**src/rtl/sram_addr_seq.sv**
```systemverilog
module sram_addr_seq #(
  parameter int LOW_W  = 16,
  parameter int CTL_W  = 3,
  parameter int IDH_W  = 4,
  parameter int TLSZ_W = 2,
  parameter int HLAT_W = 3
) (
  input  logic                       clk,
  input  logic                       rst_n,
  input  logic                       cmd_valid,
  input  logic [1:0]                 cmd_op,
  input  logic [CTL_W-1:0]           cmd_ctl,
  input  logic [LOW_W-1:0]           dq_addr,
  input  logic [LOW_W-1:0]           hit_index,
  input  logic [LOW_W-1:0]           nfa_val,
  input  logic [LOW_W-1:0]           ssr_val,
  input  logic                       learn_ssr,
  input  logic                       bank_sel,
  input  logic [IDH_W:1]             dev_id,
  input  logic [1:0]                 table_mode,
  input  logic [TLSZ_W-1:0]          cfg_tlsz,
  input  logic [HLAT_W-1:0]          cfg_hlat,
  output logic                       ready,
  output logic                       cmd_drop,
  output logic [CTL_W+IDH_W+LOW_W:0] sram_addr,
  output logic                       sram_av,
  output logic                       ack
);
  localparam int AW    = CTL_W + IDH_W + 1 + LOW_W;
  localparam int DEPTH = 1 << ((1 << TLSZ_W) - 1);
  localparam int IW    = (DEPTH > 1) ? $clog2(DEPTH) : 1;
  localparam int CW    = $clog2(DEPTH + (1 << HLAT_W)) + 1;

  logic [AW-1:0]    pipe_a [DEPTH];
  logic [DEPTH-1:0] pipe_v, v_nxt;
  logic [2*DEPTH-1:0] v_ext;
  logic             busy, wr2;
  logic [CW-1:0]    cnt;
  logic [AW-1:0]    wr_a, new_a;
  logic [IW-1:0]    wr_slot, slot;
  logic [IW:0]      probe;
  logic [LOW_W-1:0] low, page_mask;
  logic             is_wr, clash, accept, ins_rd;

  assign is_wr = cmd_op[0];
  assign slot  = IW'((1 << cfg_tlsz) - 1);

  always_comb begin
    case (table_mode)
      2'd0:    page_mask = '1;
      2'd1:    page_mask = ~LOW_W'(1);
      default: page_mask = ~LOW_W'(3);
    endcase
    case (cmd_op)
      2'd2:    low = hit_index & page_mask;
      2'd3:    low = learn_ssr ? ssr_val : nfa_val;
      default: low = dq_addr;
    endcase
  end

  assign new_a    = {cmd_ctl, dev_id, bank_sel, low};
  assign v_ext    = {{DEPTH{1'b0}}, pipe_v};
  assign probe    = {1'b0, slot} + (is_wr ? (IW+1)'(2) : (IW+1)'(1));
  assign clash    = v_ext[probe];
  assign ready    = !busy && !wr2;
  assign accept   = cmd_valid && ready && !clash;
  assign cmd_drop = cmd_valid && !accept;
  assign ins_rd   = accept && !is_wr;

  always_comb begin
    v_nxt = pipe_v >> 1;
    if (ins_rd) v_nxt[slot] = 1'b1;
    if (wr2)    v_nxt[wr_slot] = 1'b1;
  end

  always_ff @(posedge clk) begin
    for (int i = 0; i < DEPTH - 1; i++) pipe_a[i] <= pipe_a[i+1];
    if (ins_rd) pipe_a[slot] <= new_a;
    if (wr2)    pipe_a[wr_slot] <= wr_a;
    if (accept && is_wr) begin
      wr_a    <= new_a;
      wr_slot <= slot;
    end
  end

  always_ff @(posedge clk) begin
    if (!rst_n) begin
      pipe_v    <= '0;
      wr2       <= 1'b0;
      busy      <= 1'b0;
      cnt       <= '0;
      ack       <= 1'b0;
      sram_av   <= 1'b0;
      sram_addr <= '0;
    end else begin
      pipe_v    <= v_nxt;
      wr2       <= accept && is_wr;
      sram_av   <= pipe_v[0];
      sram_addr <= pipe_v[0] ? pipe_a[0] : '0;
      ack       <= busy && (cnt == '0);
      if (accept && cmd_op == 2'd0) begin
        busy <= 1'b1;
        cnt  <= CW'(slot) + CW'(cfg_hlat);
      end else if (busy) begin
        if (cnt == '0) busy <= 1'b0;
        else           cnt  <= cnt - 1'b1;
      end
    end
  end
endmodule

```
**config.mk**
```make
export PLATFORM = sky130hd
export DESIGN_NAME = sram_addr_seq
export DESIGN_NICKNAME = d
export VERILOG_FILES = /design/src/rtl/sram_addr_seq.sv
export SDC_FILE = /design/constraint.sdc
export NUM_CORES = 1
export LEC_CHECK = 0
export BUFFER_PORTS_ARGS = -buffer_cell sky130_fd_sc_hd__clkbuf_2
export CORE_ASPECT_RATIO = 2
export CORE_MARGIN = 10
export CORE_UTILIZATION = 50
export DETAILED_ROUTE_END_ITERATION = 16
export PLACE_DENSITY = 0.7
export SYNTH_ARGS = -nofsm -noshare
export SYNTH_HDL_FRONTEND = slang
export SYNTH_SLANG_ARGS = --single-unit
```
**constraint.sdc**
```tcl
create_clock -name clk -period 10.2 [get_ports clk]
set_input_delay 3.06 -clock clk [delete_from_list [all_inputs] [get_ports clk]]
set_output_delay 3.06 -clock clk [all_outputs]
set_load 0.05 [all_outputs]
```
-- After elaboration in Yosys (flattened, before gate mapping)
Memories as Yosys holds them, arrays and structs flattened. A register that Yosys moved wholly into a read port is not among the register bits.
Cells that the tools add are included.
- memories: 1
- input bits: 85
- logic and storage cells: 74
- output and inout port bits: 28
- register bits: 44
- memory bits (read-only): 0
- RAM bits: 192
- latch bits: 0
- memories (name ; depth ; bits a word ; rd ports ; clocked after Yosys merged registers in ; write ports ; RTL line ; source):
    pipe_a ; 8 ; 24 ; 8 ; 1 ; 8 ; 34 ; logic [AW-1:0] pipe_a [DEPTH];
- add/sub/neg operators: 4
- shift-type cells: 1
- reductions and logical operators: 23
- muxes and demuxes: 25
- multipliers: 0
- equality and inequality tests: 4
- divide/modulo/power cells: 0
- bitwise gates (word level): 3
- magnitude comparators: 5
- operators with widths (cell ; count):
    16-bit case mux with 2 select lines ; 1
    24-bit 2-to-1 mux ; 1
    24-bit OR reduction ; 1
    16-bit bitwise AND ; 1
    16-bit 2-to-1 mux ; 1
    8-bit 2-to-1 mux ; 2
    5-bit 2-to-1 mux ; 3
    1-bit 2-to-1 mux ; 11
    1-bit logical AND ; 10
    3-bit by 4-bit less-than comparator with 1-bit output, second input constant ; 2
    7-bit by 8-bit bitwise OR with 8-bit output ; 1
    8-bit bitwise OR ; 1
    1-bit demux with 3-bit select ; 2
    3-bit by 1-bit greater-or-equal comparator with 1-bit output, second input constant ; 2
    1-bit zero test ; 6
    5-bit zero test ; 1
    4-bit by 5-bit less-than comparator with 1-bit output, second input constant ; 1
    5-bit by 1-bit subtractor with 5-bit output, second input constant ; 1
    3-bit by 2-bit adder with 4-bit output ; 1
    3-bit by 3-bit adder with 4-bit output ; 1
    1-bit binary-select mux with 4-bit select ; 1
    2-bit equality test, second input constant ; 2
    2-bit zero test ; 2
    2-bit case mux with 2 select lines ; 1
    other kinds (8) ; 9

-- Longest topological paths before layout
Gate-level depths: netlist of run 1.
- depth in word-level cells: 11
- gate-level depth with buffers: 14
- gate-level depth less buffers: 9

-- Worst setup path before layout of run 1
No wires, ideal clock.
- path kind: input -> output
- start point: in cmd_op[0]
- end point: out cmd_drop
- data arrival time: 5233 ps
- stages on the path: 10
- path buffers: 2
- data required time: 7140 ps
- path slack: 1907 ps
- cell sequence: clkbuf_1 inv_1 ha_1 inv_1 fa_1 and3_1 a2111o_1 a22o_2 buf_6 and2_2
- cells in the longest elaborated chain, start to end: 8
- ends and longest elaborated chain (what ; RTL line ; source):
    from (decl) ; 11 ; input logic [1:0] cmd_op,
    2-bit 2-to-1 mux ; 63 ; assign probe = {1'b0, slot} + (is_wr ? (IW+1)'(2) : (IW+1)'(1));
    3-bit by 2-bit adder with 4-bit output ; 63 ;
    1-bit binary-select mux with 4-bit select ; 64 ; assign clash = v_ext[probe];
    1-bit 2-to-1 mux (implied by the code) ; 64 ;
    1-bit zero test ; 66 ; assign accept = cmd_valid && ready && !clash;
    1-bit logical AND ; 66 ;
    1-bit zero test ; 67 ; assign cmd_drop = cmd_valid && !accept;
    1-bit logical AND ; 67 ;
    to (decl) ; 24 ; output logic cmd_drop,
No other way between the ends. The select of a mux whose other input is x is not followed.

-- Worst setup path in the final report of run 1
- start point: in cfg_tlsz[0]
- end point: out cmd_drop
- cells in the longest elaborated chain, start to end: 9
- ends and longest elaborated chain (what ; RTL line ; source):
    from (decl) ; 21 ; input logic [TLSZ_W-1:0] cfg_tlsz,
    1-bit by 2-bit left shift with 3-bit output ; 46 ; assign slot = IW'((1 << cfg_tlsz) - 1);
    3-bit by 2-bit subtractor with 3-bit output ; 46 ;
    via slot[0] ; 40 ; logic [IW-1:0] wr_slot, slot;
    3-bit by 2-bit adder with 4-bit output ; 63 ;
    1-bit binary-select mux with 4-bit select ; 64 ;
    1-bit 2-to-1 mux (implied by the code) ; 64 ;
    1-bit zero test ; 66 ;
    1-bit logical AND ; 66 ;
    1-bit zero test ; 67 ;
    1-bit logical AND ; 67 ;
The timed path passes the listed nets, and every way through them passes these cells. The select of a mux whose other input is x is not followed.

==> out/results.ini, run 1 <==
[floorplan]
dieWidth_um=117.6
die_area_um2=25300
io_pins=113
initial_core_util_pct=50.80
core_area_um2=18740
rows=71
die_h_um=215.2

[clock_network]
numCtsBuffers=23
clockRootBuffer=clkbuf_16
cts-resized-gates=0
clk_pin_slew_worst_paths_ps=70
holdBufCountCts=0
clk-insertion-delay-late_ps=510
cts_buffer_depth=3
htree_levels=1
cts_setup_buffers=0
clkSinkCount=260
cts_tree=done

[power]
peakVddDrop_mv=0.1271
p_leak_nw=4.950
powerDensity_nw_per_um2=199.4
totalPowerFinal_mw=2.186

[yosys]
syn_inst=917
synth_area_um2=9522
synth_seq_cells=260
synth_ff_type=dfxtp_1
synth_simple_gate_area_share_pct=10.88
synthXorXnorAreaFrac_pct=0.4599
synth_compound_area_share_pct=13.82
synth_adder_area_share_pct=1.340
ys_types=49
synth_top_family_by_area=compound AO/OA/AOI/OAI gates
synth-edff-count=51
yosys-mux-area-fraction_pct=8.896
yosys_warnings=0
avgSynthCellArea_um2=10.38
synth_nets=1011
async_reset_ff_share_pct=0
ys_seq_area_share_pct=60.03

[global_route]
grt_pass1_wl_um=36730
grt_pass1_vias=6995
grt_max_degree=52
antenna_found_initial=0
grt-ovfl-total=0
grt.total_usage_pct=17.64

[critical_path]
r2r-start=pipe_v[0]
critPathLaunch=cfg_tlsz[0]
path_class=in2out
reg2reg_slack_ps=7240
cp_data_required_time_ps=7140
critPathCaptureType=primary output
crit_arrival_ps=5630
endpoint=cmd_drop
critical_path_peak_fanout=10
reg2reg_depth=5
start_kind=primary input
timing.rr.end=pipe_a[1][19]

[placed_design]
placed_area_um2=10210
post-place-cells=1230
gp_congestion=0.9116
io_buffer_count=112
dp.final_hpwl_um=15670

[cells_and_area]
stdcell_count=1271
final_cell_area_um2=10960
nNetsFinal=1094
area_delta_synth_final_pct=15.11
drive_gt1_share_pct=21.26
layout_common_cells=208 x dfxtp_1, 151 x nand2_1, 112 x clkbuf_2
layout_commonest_cell=dfxtp_1
diodes=0
num-fill-cells=1651

[routing]
drt_iter0_markers=326
drt_wl_total_um=22720
wire_per_inst_um=17.88
first_pass_iters=4
ant_nets=0
vias_per_cell=5.317
num_vias=6758
drcViolationCount=0

[sta]
slew_violations=0
finalCritPeriodShare_pct=85.17
rsz0062_at_grt=no
worst_slew_pin_slew_ps=1069
period_minus_slack_ps=8687
hold_viol_final=0
fin_skew_ps=13.54
setup_tns_ps=0
max_freq_mhz=115.1
slew_headroom_pct=28.75
hold_slack_ps=423.4
finalSetupViolCount=0

[hold_path]
hold_class=reg2reg

[job]
drv_cap=0

[run_status]
run_status=completed

## registers in the layout, summed over array words and instances, names as in the netlist
name / cells
wr_a: 24
busy: 1
pipe_a: 192
ack: 1
wr_slot: 3
sram_addr: 24
pipe_v: 8
cnt: 5
sram_av: 1
wr2: 1
## cell families (layout without fill, tap and decap cells)
group | Yosys count | after routing
xor+xnor | 5 | 5
flops | 260 | 260
simple gates | 241 | 241
mux | 76 | 76
compound gates | 225 | 225
fa+ha+maj | 9 | 9
buf+inv | 101 | 200
## metrics by stage
step | setup slack [ps] | utilization [%]
2_1_floorplan | 1907 | -
3_3_place_gp | 1625 | 54.47
3_5_place_dp | 1550 | 54.47
4_1_cts | 1552 | 58.47
5_1_grt | 1393 | 58.47
6_report | 1513 | 58.47
## cell usage after synthesis, types with 2 or more instances
| library cell | number | area share (%) |
|---|---|---|
| buf_6 | 3 | 0.35 |
| nor2b_1 | 5 | 0.33 |
| a21o_1 | 14 | 1.1 |
| a21oi_1 | 40 | 2.1 |
| o21ai_0 | 98 | 5.2 |
| nor3_1 | 5 | 0.26 |
| dfxtp_1 | 209 | 44 |
| inv_1 | 38 | 1.5 |
| nor2_1 | 35 | 1.4 |
| nand2_1 | 152 | 6.0 |
| buf_2 | 5 | 0.26 |
| mux2_1 | 2 | 0.24 |
| fa_1 | 2 | 0.42 |
| o311ai_0 | 2 | 0.18 |
| mux2_4 | 4 | 0.63 |
| edfxtp_1 | 51 | 16 |
| clkbuf_1 | 51 | 2.0 |
| mux2_2 | 41 | 4.8 |
| o22ai_1 | 43 | 2.8 |
| buf_1 | 2 | 0.079 |
| and3_1 | 27 | 1.8 |
| nor4_1 | 2 | 0.13 |
| a22oi_1 | 3 | 0.24 |
| mux2i_1 | 28 | 2.9 |
| a211oi_1 | 16 | 1.3 |
| and2_1 | 2 | 0.13 |
| nand3_1 | 6 | 0.32 |
| ha_1 | 7 | 0.92 |
| xnor2_1 | 4 | 0.37 |
## worst min-delay path by stage
stage / start / endpoint / slack (ps) / cells past startpoint
after floorplan: pipe_a[3][0] / pipe_a[2][0] / 400 / 2
after global placement: pipe_a[6][10] / pipe_a[5][10] / 400 / 2
after detailed placement: pipe_a[6][4] / pipe_a[5][4] / 410 / 2
after CTS: pipe_a[3][17] / pipe_a[2][17] / 430 / 2
after global routing: pipe_a[5][5] / pipe_a[4][5] / 440 / 2
final: pipe_a[3][17] / pipe_a[2][17] / 420 / 2
## final cells by class
type | count | area [µm²] | area share [%]
clock buffer | 30 | 684.4 | 6.244
clock inverter | 11 | 66.31 | 0.6050
inverter | 38 | 142.6 | 1.301
multi-input combinational | 556 | 3403 | 31.05
sequential | 260 | 5717 | 52.16
tap | 255 | 319.1 | 2.911
timing repair buffer | 121 | 628.1 | 5.731
## metal layers
layer,track usage [%],wire length [µm],up-vias
met3,2.809,796,59
met1,17.62,8358,3237
li1,-,-,3338
met2,34.02,12600,124
met4,8.699,964,0
met5,0,0,-
## worst max-delay path: stages
cell and delay [ps]:
clkbuf_2 200, or2_2 210, ha_1 200, inv_1 60
fa_1 430, and3_1 220, a2111o_1 420, a22o_2 370
and2_2 220, clkbuf_2 230
## report_power, final
group | total [mW] | switching [mW] | leakage (nW) | internal (mW)
clock | 0.848 | 0.373 | 0.374 | 0.475
sequential | 1.14 | 0.0235 | 2.22 | 1.12
combinational | 0.197 | 0.120 | 2.36 | 0.0774
(Power assumes the default switching activity.)
==> inputs of run 2 (changes only) <==
CORE_UTILIZATION = 47   (was 50)
PLACE_DENSITY = 0.67   (was 0.7)
==> run 2 against run 1 <==
Net effect: fmax fell by 1.2%; via count up 0.24%; wire length grew 0.82%; core utilization fell by 3.4 points; worst hold slack got worse by 3.8 ps.
==> out/results.ini, run 2 (synthesis results as in run 1) <==
[cells_and_area]
largest_reg_flops=192
drive_gt1_share_pct=21.24
top_register=pipe_a
nNetsFinal=1095
area_delta_synth_final_pct=15.27
num-fill-cells=1837
layout_common_cells=208 x dfxtp_1, 152 x nand2_1, 112 x clkbuf_2
diodes=0
layout_commonest_cell=dfxtp_1
reg_top3=pipe_a: 192 flops, sram_addr: 24 flops, wr_a: 24 flops
final_cell_area_um2=10980

[clock_network]
clockRootBuffer=clkbuf_16
cts_buffer_depth=3
clkSinkCount=260
cts-resized-gates=0
holdBufCountCts=0
numCtsBuffers=23
clk_pin_slew_worst_paths_ps=70
cts_setup_buffers=0
cts_tree=done
htree_levels=1
clk-insertion-delay-late_ps=510

[global_route]
grt_pass1_vias=6930
grtUsageMet3_pct=1.938
antenna_found_initial=0
top_usage_layer=met2
grt_max_degree=52
grtUsageMet1_pct=18.09
grt_pass1_wl_um=36560
gr-usage-met2_pct=32.04
grt.total_usage_pct=16.86
grt-ovfl-total=0

[routing]
first_pass_iters=5
drt_wl_total_um=22910
num_vias=6774
wire_per_inst_um=17.91
drt_iter0_markers=419
ant_nets=0
vias_per_cell=5.296
drcViolationCount=0

[critical_path]
cp_data_required_time_ps=7140
start_kind=primary input
crit_arrival_ps=5730
critical_path_peak_fanout=36
critPathCaptureType=primary output
path_class=in2out

[floorplan]
die_area_um2=26700
io_pins=113
initial_core_util_pct=47.82
dieWidth_um=120.6
core_area_um2=19910
die_h_um=221.3
rows=73

[sta]
finalCritPeriodShare_pct=86.22
worst_slew_pin_slew_ps=1082
period_minus_slack_ps=8795
setup_tns_ps=0
max_freq_mhz=113.7
hold_viol_final=0
rsz0062_at_grt=no
slew_violations=0
fin_skew_ps=18.59
finalSetupViolCount=0
slew_headroom_pct=27.86

[power]
p_leak_nw=4.953
switching_share_pct=23.45
pwr-share-clk_pct=39.1
p_seq_share_pct=51.9
combPwrFrac_pct=9.1
powerDensity_nw_per_um2=200.0
p_int_mw=1.680
peakVddDrop_mv=0.1182
switchingPower_mw=0.5146

[placed_design]
dp.final_hpwl_um=15520
gp_congestion=0.8309
io_buffer_count=112
placed_area_um2=10220

[job]
drv_cap=0

[run_status]
run_status=completed

[hold_path]
hold_class=reg2reg

==> run 2: changes by cell type in the layout (fill, tap and decap cells not counted), sizes merged <==
cell | previous run | this run
bufinv | 0 | 1
clkinv | 9 | 6
inv | 39 | 41
buf | 9 | 10
==> run 2: final cells by class <==
| type | instances | area, µm² | area share [%] |
|---|---|---|---|
| flip-flops and latches | 260 | 5717 | 52.09 |
| multi-input cells | 556 | 3401 | 30.99 |
| clock buffers | 30 | 663.1 | 6.042 |
| repair buffers | 122 | 635.6 | 5.791 |
| well taps | 262 | 327.8 | 2.987 |
| inverters | 38 | 142.6 | 1.300 |
| clock inverters | 11 | 88.84 | 0.8094 |
==> run 2: worst paths after layout <==
kind | start | end | slack (ps) | cells past startpoint
setup / recovery | cmd_op[0] | cmd_drop | 1410 | 11
hold / removal | pipe_a[3][11] | pipe_a[2][11] | 420 | 2
setup reg to reg | pipe_v[0] | wr_a[5] | 7170 | 4
hold reg to reg | pipe_a[3][11] | pipe_a[2][11] | 420 | 2
==> run 2: per-layer routing <==
layer / share of wire (%) / up-vias
li1: - / 3346
met1: 38 / 3238
met2: 56 / 148
met3: 3.2 / 42
met4: 3.2 / 0
met5: 0 / -
==> run 2: worst max-delay path, cell delays in order <==
cell,delay [ps]
clkbuf_2,80
buf_4,240
inv_1,170
ha_1,210
inv_1,60
fa_1,430
and3_1,210
a2111o_1,430
a22o_2,380
and2_2,220
clkbuf_2,230
==> run 2: per-stage QoR <==
step / instances / setup slack (ps) / utilization, % / hold slack, ps / power [mW]
2_1_floorplan: 917 / 1907 / - / 401.4 / 1.292
3_3_place_gp: 1238 / 1499 / 51.34 / 402.9 / 1.355
3_5_place_dp: 1238 / 1430 / 51.34 / 412.2 / 1.361
4_1_cts: 1279 / 1434 / 55.12 / 415.9 / 2.213
5_1_grt: 1279 / 1267 / 55.12 / 441.7 / 2.273
6_report: 1279 / 1405 / 55.12 / 419.5 / 2.195
==> run 2: power by group through the flow <==
| stage | Combinational, mW | Sequential, mW | Clock (mW) |
|---|---|---|---|
| global placement | 0.195 | 1.16 | 0 |
| global route | 0.223 | 1.14 | 0.906 |
| floorplan | 0.135 | 1.16 | 0 |
| CTS | 0.201 | 1.14 | 0.873 |
| finish | 0.199 | 1.14 | 0.857 |
| detailed placement | 0.199 | 1.16 | 0 |
